`src/rtl/pwm_core_pkg.sv`:
```
package pwm_core_pkg;
  localparam int unsigned PWM_W = 16;
  typedef logic [PWM_W-1:0] pwm_word_t;
  localparam pwm_word_t WORD_ONE  = pwm_word_t'(1);
  localparam pwm_word_t WORD_ZERO = '0;

  typedef struct packed {
    pwm_word_t prescale;
    pwm_word_t period;
    pwm_word_t high;
  } pwm_cfg_t;

  localparam pwm_cfg_t CFG_RESET = '{prescale: WORD_ZERO, period: WORD_ONE, high: WORD_ZERO};
endpackage

```
`src/rtl/pwm_shadow.sv`:
```
module pwm_shadow
  import pwm_core_pkg::*;
(
  input  logic     clk,
  input  logic     rst_n,
  input  logic     upd,
  input  pwm_cfg_t cfg_in,
  input  logic     load,
  output pwm_cfg_t act,
  output pwm_cfg_t act_nxt
);
  pwm_cfg_t pend_q, act_q;

  always_comb act_nxt = load ? pend_q : act_q;

  always_ff @(posedge clk or negedge rst_n) begin
    if (!rst_n) begin
      pend_q <= CFG_RESET;
      act_q  <= CFG_RESET;
    end else begin
      if (upd) pend_q <= cfg_in;
      act_q <= act_nxt;
    end
  end

  assign act = act_q;
endmodule

```
`src/rtl/pwm_prescaler.sv`:
```
module pwm_prescaler
  import pwm_core_pkg::*;
(
  input  logic      clk,
  input  logic      rst_n,
  input  logic      run,
  input  logic      clear,
  input  pwm_word_t limit,
  output pwm_word_t cnt,
  output logic      tick
);
  pwm_word_t cnt_q;

  always_comb tick = run && (cnt_q == limit);

  always_ff @(posedge clk or negedge rst_n) begin
    if (!rst_n)          cnt_q <= WORD_ZERO;
    else if (clear|tick) cnt_q <= WORD_ZERO;
    else if (run)        cnt_q <= cnt_q + WORD_ONE;
  end

  assign cnt = cnt_q;

  // The prescale count never runs past its running limit.
  assert_pre_bound_R1: assert property (@(posedge clk) disable iff (!rst_n)
    run |-> (cnt_q <= limit));
endmodule

```
`src/rtl/pwm_period_ctr.sv`:
```
module pwm_period_ctr
  import pwm_core_pkg::*;
(
  input  logic      clk,
  input  logic      rst_n,
  input  logic      clear,
  input  logic      tick,
  input  pwm_word_t limit,
  output pwm_word_t cnt,
  output pwm_word_t cnt_nxt,
  output logic      wrap
);
  pwm_word_t cnt_q;

  always_comb begin
    wrap = tick && (cnt_q == limit);
    if (clear)     cnt_nxt = WORD_ZERO;
    else if (tick) cnt_nxt = cnt_q + WORD_ONE;
    else           cnt_nxt = cnt_q;
  end

  always_ff @(posedge clk or negedge rst_n) begin
    if (!rst_n) cnt_q <= WORD_ZERO;
    else        cnt_q <= cnt_nxt;
  end

  assign cnt = cnt_q;

  // The period count never exceeds its running limit while ticks arrive.
  assert_div_bound_R1: assert property (@(posedge clk) disable iff (!rst_n)
    tick |-> (cnt_q <= limit));
endmodule

```
`src/rtl/pwm_channel_core.sv`:
```
module pwm_channel_core
  import pwm_core_pkg::*;
(
  input  logic                  clk,
  input  logic                  rst_n,
  input  logic [PWM_W-1:0]      cfg_prescale,
  input  logic [PWM_W-1:0]      cfg_period,
  input  logic [PWM_W-1:0]      cfg_high,
  input  logic                  cfg_update,
  input  logic                  cfg_enable,
  output logic                  pwm_out,
  output logic                  period_start
);
  pwm_cfg_t  cfg_in, act, act_nxt;
  pwm_word_t pre_cnt, per_cnt, per_nxt;
  logic      running_q, tick, wrap, boundary, start_now, run_nxt, out_d;
  logic      out_q, start_q;

  always_comb begin
    cfg_in.prescale = cfg_prescale;
    cfg_in.period   = cfg_period;
    cfg_in.high     = cfg_high;
  end

  // An idle channel sits permanently on a boundary.
  always_comb begin
    boundary  = !running_q || wrap;
    start_now = boundary && cfg_enable;
    run_nxt   = boundary ? cfg_enable : running_q;
    out_d     = run_nxt && (per_nxt < act_nxt.high);
  end

  pwm_shadow u_shadow (
    .clk(clk), .rst_n(rst_n), .upd(cfg_update), .cfg_in(cfg_in),
    .load(start_now), .act(act), .act_nxt(act_nxt)
  );

  pwm_prescaler u_pre (
    .clk(clk), .rst_n(rst_n), .run(running_q), .clear(boundary),
    .limit(act.prescale), .cnt(pre_cnt), .tick(tick)
  );

  pwm_period_ctr u_per (
    .clk(clk), .rst_n(rst_n), .clear(boundary), .tick(tick),
    .limit(act.period), .cnt(per_cnt), .cnt_nxt(per_nxt), .wrap(wrap)
  );

  always_ff @(posedge clk or negedge rst_n) begin
    if (!rst_n) begin
      running_q <= 1'b0;
      out_q     <= 1'b0;
      start_q   <= 1'b0;
    end else begin
      running_q <= run_nxt;
      out_q     <= out_d;
      start_q   <= start_now;
    end
  end

  assign pwm_out      = out_q;
  assign period_start = start_q;

  // A period begins with both counters at zero.
  assert_start_zero_R7: assert property (@(posedge clk) disable iff (!rst_n)
    period_start |-> (running_q && pre_cnt == WORD_ZERO && per_cnt == WORD_ZERO));
  // A period is never cut short.
  assert_no_cut_R3: assert property (@(posedge clk) disable iff (!rst_n)
    (running_q && !wrap) |=> (running_q && !period_start));
  // Running settings hold still inside a period.
  assert_cfg_hold_R3: assert property (@(posedge clk) disable iff (!rst_n)
    (running_q && !period_start) |-> $stable(act));
  // An enabled wrap is followed at once by the next period.
  assert_gap_free_R4: assert property (@(posedge clk) disable iff (!rst_n)
    (wrap && cfg_enable) |=> period_start);
  // A stopped channel keeps the pin low.
  assert_idle_low_R5: assert property (@(posedge clk) disable iff (!rst_n)
    !running_q |-> !pwm_out);
  // A high count beyond the period count holds the pin high.
  assert_full_duty_R2: assert property (@(posedge clk) disable iff (!rst_n)
    (running_q && act.high > act.period) |-> pwm_out);
endmodule

```
`config.mk`:
```
export PLATFORM = sky130hd
export DESIGN_NAME = pwm_channel_core
export DESIGN_NICKNAME = d
export VERILOG_FILES = /design/src/rtl/pwm_core_pkg.sv /design/src/rtl/pwm_shadow.sv /design/src/rtl/pwm_prescaler.sv /design/src/rtl/pwm_period_ctr.sv /design/src/rtl/pwm_channel_core.sv
export SDC_FILE = /design/constraint.sdc
export NUM_CORES = 1
export LEC_CHECK = 0
export BUFFER_PORTS_ARGS = -buffer_cell sky130_fd_sc_hd__buf_2
export CAP_MARGIN = 30
export CORE_MARGIN = 4
export CORE_UTILIZATION = 42
export CTS_BUF_LIST = sky130_fd_sc_hd__clkbuf_16
export DETAILED_ROUTE_END_ITERATION = 8
export PLACE_DENSITY_LB_ADDON = 0.15
export SLEW_MARGIN = 30
export SYNTH_ARGS = -nofsm -noshare
export SYNTH_HDL_FRONTEND = slang
export SYNTH_SLANG_ARGS = --single-unit
```
`constraint.sdc`:
```
create_clock -name clk -period 4.95 [get_ports clk]
set_input_delay 0.7425 -clock clk [delete_from_list [all_inputs] [get_ports clk]]
set_output_delay 0.7425 -clock clk [all_outputs]
set_load 0.1 [all_outputs]
```
==> results of run 1 <==
## worst min path at each step
stage	start	to	slack (ns)	depth (start not counted)
6_report	rst_n	u_shadow.act[36]	0.24	1
5_1_grt	rst_n	u_pre.cnt[8]	0.25	1
4_1_cts	rst_n	u_shadow.act[41]	0.46	1
3_5_place_dp	u_shadow.act[5]	u_shadow.act[5]	0.49	1
3_3_place_gp	u_shadow.pend_q[41]	u_shadow.act[41]	0.49	1
2_1_floorplan	rst_n	period_start	0.45	0
## sequential cells by signal (all words and copies together) (netlist names)
name and cells:
u_per.cnt 16, u_pre.cnt 16, u_shadow.pend_q 48, period_start 1, u_shadow.act 48, running_q 1
pwm_out 1
## report_power, final
part	switching, mW	leakage, nW	internal (mW)
Clock	0.492	0.254	0.691
Combinational	0.143	1.69	0.199
Sequential	0.111	1.64	1.19
## through the flow
step                power, mW  utilization, %  instances
finish                  2.830           50.09        736
global route            2.979           50.09        736
CTS                     2.870           49.96        735
detailed placement      1.664           46.11        703
global placement        1.656           46.09        703
floorplan               1.543               -        479
## cell type report
type / count / area, µm² / area share [%]
clock inverters: 15 / 136.4 / 1.866
flip-flops and latches: 131 / 3281 / 44.89
inverters: 8 / 30.03 / 0.4109
multi-input cells: 320 / 2863 / 39.17
repair buffers: 61 / 342.8 / 4.691
well taps: 184 / 230.2 / 3.150
clock buffers: 17 / 425.4 / 5.821
## critical path: cells and delay by family, from the launching register on
family	cells	cell delay, ns
AND/OR/NAND/NOR	4	1.39
flip-flops	1	0.45
adder cells (fa/ha/maj)	1	0.31
XOR/XNOR	1	0.18
AO/OA/AOI/OAI	7	1.51
## cells in the mapped netlist (11+ instances only)
| cell type | number |
|---|---|
| a21oi_1 | 13 |
| nor2_1 | 23 |
| xor2_1 | 31 |
| nand4_1 | 19 |
| nand3_1 | 13 |
| and3_1 | 11 |
| dfrtp_1 | 129 |
| mux2i_1 | 15 |
| xnor2_1 | 21 |
| mux2_4 | 44 |
| mux2_2 | 51 |
| ha_1 | 17 |
## layer usage
layer,vias to the layer above,wire length [µm],GRT usage [%]
li1,1843,-,-
met1,1888,6122,22.41
met2,75,5621,23.72
met3,12,543,5.488
met4,0,182,5.505
met5,-,0,0
## cells by family (layout without fill, tap and decap cells)
kind of cell | after synthesis | count (layout) | share of synthesized area, %
simple gates | 105 | 105 | 9.073
fa+ha+maj | 17 | 17 | 3.375
mux | 110 | 110 | 21.98
buf+inv | 28 | 101 | 2.521
compound gates | 36 | 36 | 3.772
flops | 131 | 131 | 52.05
xor+xnor | 52 | 52 | 7.227
==> flow_metrics.tcl, run 1 <==
set metrics [dict create \
    run_status "finished, final reports clean" \
    num_antenna_cells 0 \
    n_fill_cell 1306 \
    cts_num_sinks 131 \
    cts-buffers-inserted 17 \
    total_leakage_power_nw 3.581 \
    worst_path_max_delay_cell "a2111oi_0" \
    die_area_um2 17030 \
    layout_common_cells "129 x dfrtp_1, 51 x mux2_2, 51 x buf_2" \
    worstReg2RegEnd "pwm_out" \
    cts.repair_timing.setup_buffer_count 0 \
    tightest_slew_ns 0.6404 \
    cts-resized-gates 0 \
    cts_max_path_buffers 2 \
    synth.area.top_cells "dfrtp_1 51%, mux2_4 10%, mux2_2 9.1%" \
    rr_worst_depth 13 \
    clkLatencyLatePin_ns 0.43 \
    place_area_um2 6726 \
    worstSetupPathType "reg -> reg" \
    drc_errors 0 \
    post_route_setup_tns_ns 0 \
    vdd_ir_drop_max_mv 0.2697 \
    fp.coreArea_um2 14590 \
    cp_data_required_time_ns 5.31 \
    crit_path_frequent_cell "a21oi_1" \
    htreeDepth 4 \
    ys_seq_area_share_pct 52.05 \
    io_pins 54 \
    floorplan.die.width_um 130.5 \
    slew-limit-headroom_pct 57.30 \
    synth.top_cell.area_share_pct 51.22 \
    gp_routability_congestion 0.8661 \
    synth_area_um2 6302 \
    critPathMaxStageDelay_ns 0.50 \
    grt_pass1_vias 4012 \
    tritoncts "done" \
    final_area_um2 7308 \
    yosysWarnings 0 \
    cts_root_buf "clkbuf_16" \
    global_route_usage_sum_pct 16.13 \
    yosys_most_used_dff "dfrtp_1" \
    drtAntennaViolNets 0 \
    max_cap_viol_count 0 \
    unrepaired_setup_endpoints_after_global_routing "no" \
    timing.final.crit_period_ns 3.902 \
    ys_types 42 \
    share_of_cells_above_drive_strength_1_pct 34.60 \
    hold_class "in -> async" \
    final_critical_path_setup_slack_ns 1.048 \
    grt_start_max_net_pins 67 \
    port_buffers 53 \
    number_of_max_slew_violations_in_the_final_report 0 \
    timing.rr.start "u_pre.cnt[1]" \
    initial_utilization_pct 43.20 \
    postSynthRegisterBits 131 \
    per_cell_via_count_in_the_routed_design 5.188 \
    p_per_area_nw_per_um2 387.2 \
    hpwl_mm 8.556 \
    grt_first_pass_wirelength_mm 20.99 \
    worst_ep_arrival_time_ns 4.26 \
    area_delta_synth_final_pct 15.96 \
    asyncSetResetFlopFracSynth_pct 100.0 \
    worstSetupEndpoint "pwm_out" \
    hold_buffers 0 \
    most_common_cell_after_layout_fill_and_taps_aside "dfrtp_1" \
    reg2reg_slack_ns 1.05 \
    timing.final.crit_share_pct 78.83 \
    vertical_extent_of_the_die_um 130.5 \
    path_max_fanout 6 \
    detailedPlace.worstSlack_ns 1.089 \
    detail_route.iter0.violations 212 \
    detailroute.via_count 3818 \
    timing.critical_path.from_type "register" \
    wl_per_cell_um 16.94 \
    netlist_instances 479 \
    setup_clock_skew_after_layout_ns 0.006586 \
    antenna_found_initial 0 \
    total_congestion_overflow 0 \
    placement_rows 44 \
    synth_area_per_cell_um2 13.16 \
    final_hold_viol_count 0 \
    end_kind "register" \
    synthDominantAreaCellType "dfrtp_1" \
    setup.worst_path.start "u_pre.cnt[1]" \
    clock_transition_at_the_registers_of_the_reported_paths_ns 0.06 \
    critical_path.cell_chain "xor2_1 -> nor4_1 -> and4_1 -> nand3_1 -> or4_1 -> a21oi_1 -> ha_1 -> o21a_1 -> o211ai_1 -> a21oi_1 -> a2111oi_0 -> o211a_1 -> a41o_1" \
    finalNetCount 608 \
    finalWirelength_mm 12.47 \
    hold-worst-slack_ns 0.2417 \
    setup_viol 0 \
    max_freq_ghz 0.2563 \
    synth_edf_count 0 \
    synth.net_count 548 \
    drt_pass1_iterations 5 \
]
Power figures use the tool's default switching activity.
==> run 2: changes to the inputs <==
- clock period: 4.95 -> 4.1 ns (I/O delays scaled with it)
==> run 2 against run 1 <==
First-iteration DRC count shrank 17%; combinational power grew 21%; sequential share of layout area shrank 0.71 points; routed wire length grew 2.1%; critical path type unchanged.
==> flow_metrics.tcl, run 2 (synthesis gave the netlist of run 1 again) <==
set metrics [dict create \
    run_status "finished, final reports clean" \
    grt_first_pass_wirelength_mm 20.98 \
    timing.final.crit_share_pct 93.82 \
    critPathMaxStageDelay_ns 0.48 \
    fp.coreArea_um2 14590 \
    worst_ep_arrival_time_ns 4.21 \
    unrepaired_setup_endpoints_after_global_routing "no" \
    cp_data_required_time_ns 4.46 \
    global_route_usage_sum_pct 16.12 \
    critical_path.cell_chain "xor2_1 -> nor4_1 -> and4_2 -> nand3_1 -> or4_1 -> a21oi_1 -> ha_1 -> o21a_1 -> o211ai_1 -> a21oi_1 -> a2111oi_2 -> o211a_1 -> a41o_1" \
    port_buffers 53 \
    layout_common_cells "129 x dfrtp_1, 51 x mux2_2, 51 x buf_2" \
    tritoncts "done" \
    power.total_mw 3.738 \
    vertical_extent_of_the_die_um 130.5 \
    max_freq_ghz 0.2600 \
    instances_no_fill 735 \
    reg2reg_slack_ns 0.25 \
    p_per_area_nw_per_um2 503.4 \
    detailroute.via_count 3906 \
    setup_viol 0 \
    final_hold_viol_count 0 \
    final_area_um2 7426 \
    hpwl_mm 8.731 \
    worstSetupEndpoint "pwm_out" \
    cts-buffers-inserted 17 \
    clkLatencyLatePin_ns 0.43 \
    crit_path_frequent_cell "a21oi_1" \
    worstReg2RegEnd "pwm_out" \
    worst_path_max_delay_cell "or4_1" \
    setup_clock_skew_after_layout_ns 0.01115 \
    placement_rows 44 \
    place_area_um2 6739 \
    hold_class "in -> async" \
    timing.critical_path.from_type "register" \
    drc_errors 0 \
    max_cap_viol_count 0 \
    die_area_um2 17030 \
    area_delta_synth_final_pct 17.83 \
    slew-limit-headroom_pct 57.52 \
    post_route_setup_tns_ns 0 \
    hold_buffers 0 \
    io_pins 54 \
    path_max_fanout 7 \
    grt_start_max_net_pins 68 \
    timing.rr.start "u_pre.cnt[1]" \
    detail_route.iter0.violations 177 \
    per_cell_via_count_in_the_routed_design 5.314 \
    worstSetupPathType "reg -> reg" \
    dp.cells 703 \
    total_leakage_power_nw 3.644 \
    antenna_found_initial 0 \
    cts_max_path_buffers 2 \
    cts_root_buf "clkbuf_16" \
    total_congestion_overflow 0 \
    grt_pass1_vias 4019 \
    cts-resized-gates 1 \
    cts_num_sinks 131 \
    timing.final.crit_period_ns 3.846 \
    setup.worst_path.start "u_pre.cnt[1]" \
    share_of_cells_above_drive_strength_1_pct 34.66 \
    gp_routability_congestion 0.8214 \
    htreeDepth 4 \
    floorplan.die.width_um 130.5 \
    number_of_max_slew_violations_in_the_final_report 0 \
    end_kind "register" \
    most_common_cell_after_layout_fill_and_taps_aside "dfrtp_1" \
    tightest_slew_ns 0.6372 \
    initial_utilization_pct 43.20 \
    drtAntennaViolNets 0 \
    vdd_ir_drop_max_mv 0.3203 \
    wl_per_cell_um 17.33 \
    num_antenna_cells 0 \
    drt_pass1_iterations 4 \
    finalWirelength_mm 12.74 \
    rr_worst_depth 13 \
    finalNetCount 607 \
    cts.repair_timing.setup_buffer_count 0 \
    clock_transition_at_the_registers_of_the_reported_paths_ns 0.06 \
]
==> run 2: cell types whose count changed in the layout (fill, tap and decap cells not counted), sizes merged <==
| cell | delta |
|---|---|
| inv | +2 |
| bufinv | +5 |
| clkinvlp | -4 |
| clkinv | -3 |
| buf | -1 |
==> run 2: per-stage QoR <==
stage	util [%]	hold slack, ns	setup WS (ns)
2_1_floorplan	-	0.3194	0.6601
3_3_place_gp	46.18	0.4889	0.08205
3_5_place_dp	46.19	0.4941	-0.004611
4_1_cts	50.83	0.3453	0.08884
5_1_grt	50.90	0.2474	0.01963
6_report	50.90	0.1983	0.2536
==> run 2: layer usage <==
metal	GRT usage (%)	vias to the layer above	part of all wire, %
met2	23.93	77	45
met4	6.231	0	1.9
li1	-	1841	-
met5	0	-	0
met3	5.000	15	4.7
met1	22.21	1973	48
==> run 2: worst min path at each step <==
stage                        start  cells after the start                to
5_1_grt                      rst_n                      1      u_pre.cnt[5]
6_report                     rst_n                      1      u_pre.cnt[5]
2_1_floorplan                rst_n                      0      period_start
3_5_place_dp   u_shadow.pend_q[26]                      1  u_shadow.act[26]
3_3_place_gp   u_shadow.pend_q[26]                      1  u_shadow.act[26]
4_1_cts                      rst_n                      1      u_pre.cnt[5]
==> run 2: where the power goes <==
group	internal [mW]	leakage [nW]	switching, mW
Combinational	0.240	1.69	0.174
Clock	1.15	0.319	0.601
Sequential	1.44	1.64	0.136
Total	2.83	3.64	0.911
==> run 2: worst max-delay path: cells and delay by family (launching register included) <==
kind | cells | cell delay (ns)
XOR/XNOR | 1 | 0.19
AO/OA/AOI/OAI | 7 | 1.39
flip-flops | 1 | 0.44
AND/OR/NAND/NOR | 4 | 1.46
adder cells (fa/ha/maj) | 1 | 0.30
==> run 2: final cells by class <==
cell class | count | area (µm²)
Fill cell | 1240 | 7163
Sequential cell | 131 | 3281
Multi-Input combinational cell | 320 | 2870
Clock buffer | 17 | 425.4
Timing Repair Buffer | 60 | 339.1
Clock inverter | 15 | 250.2
Tap cell | 184 | 230.2
Inverter | 8 | 30.03
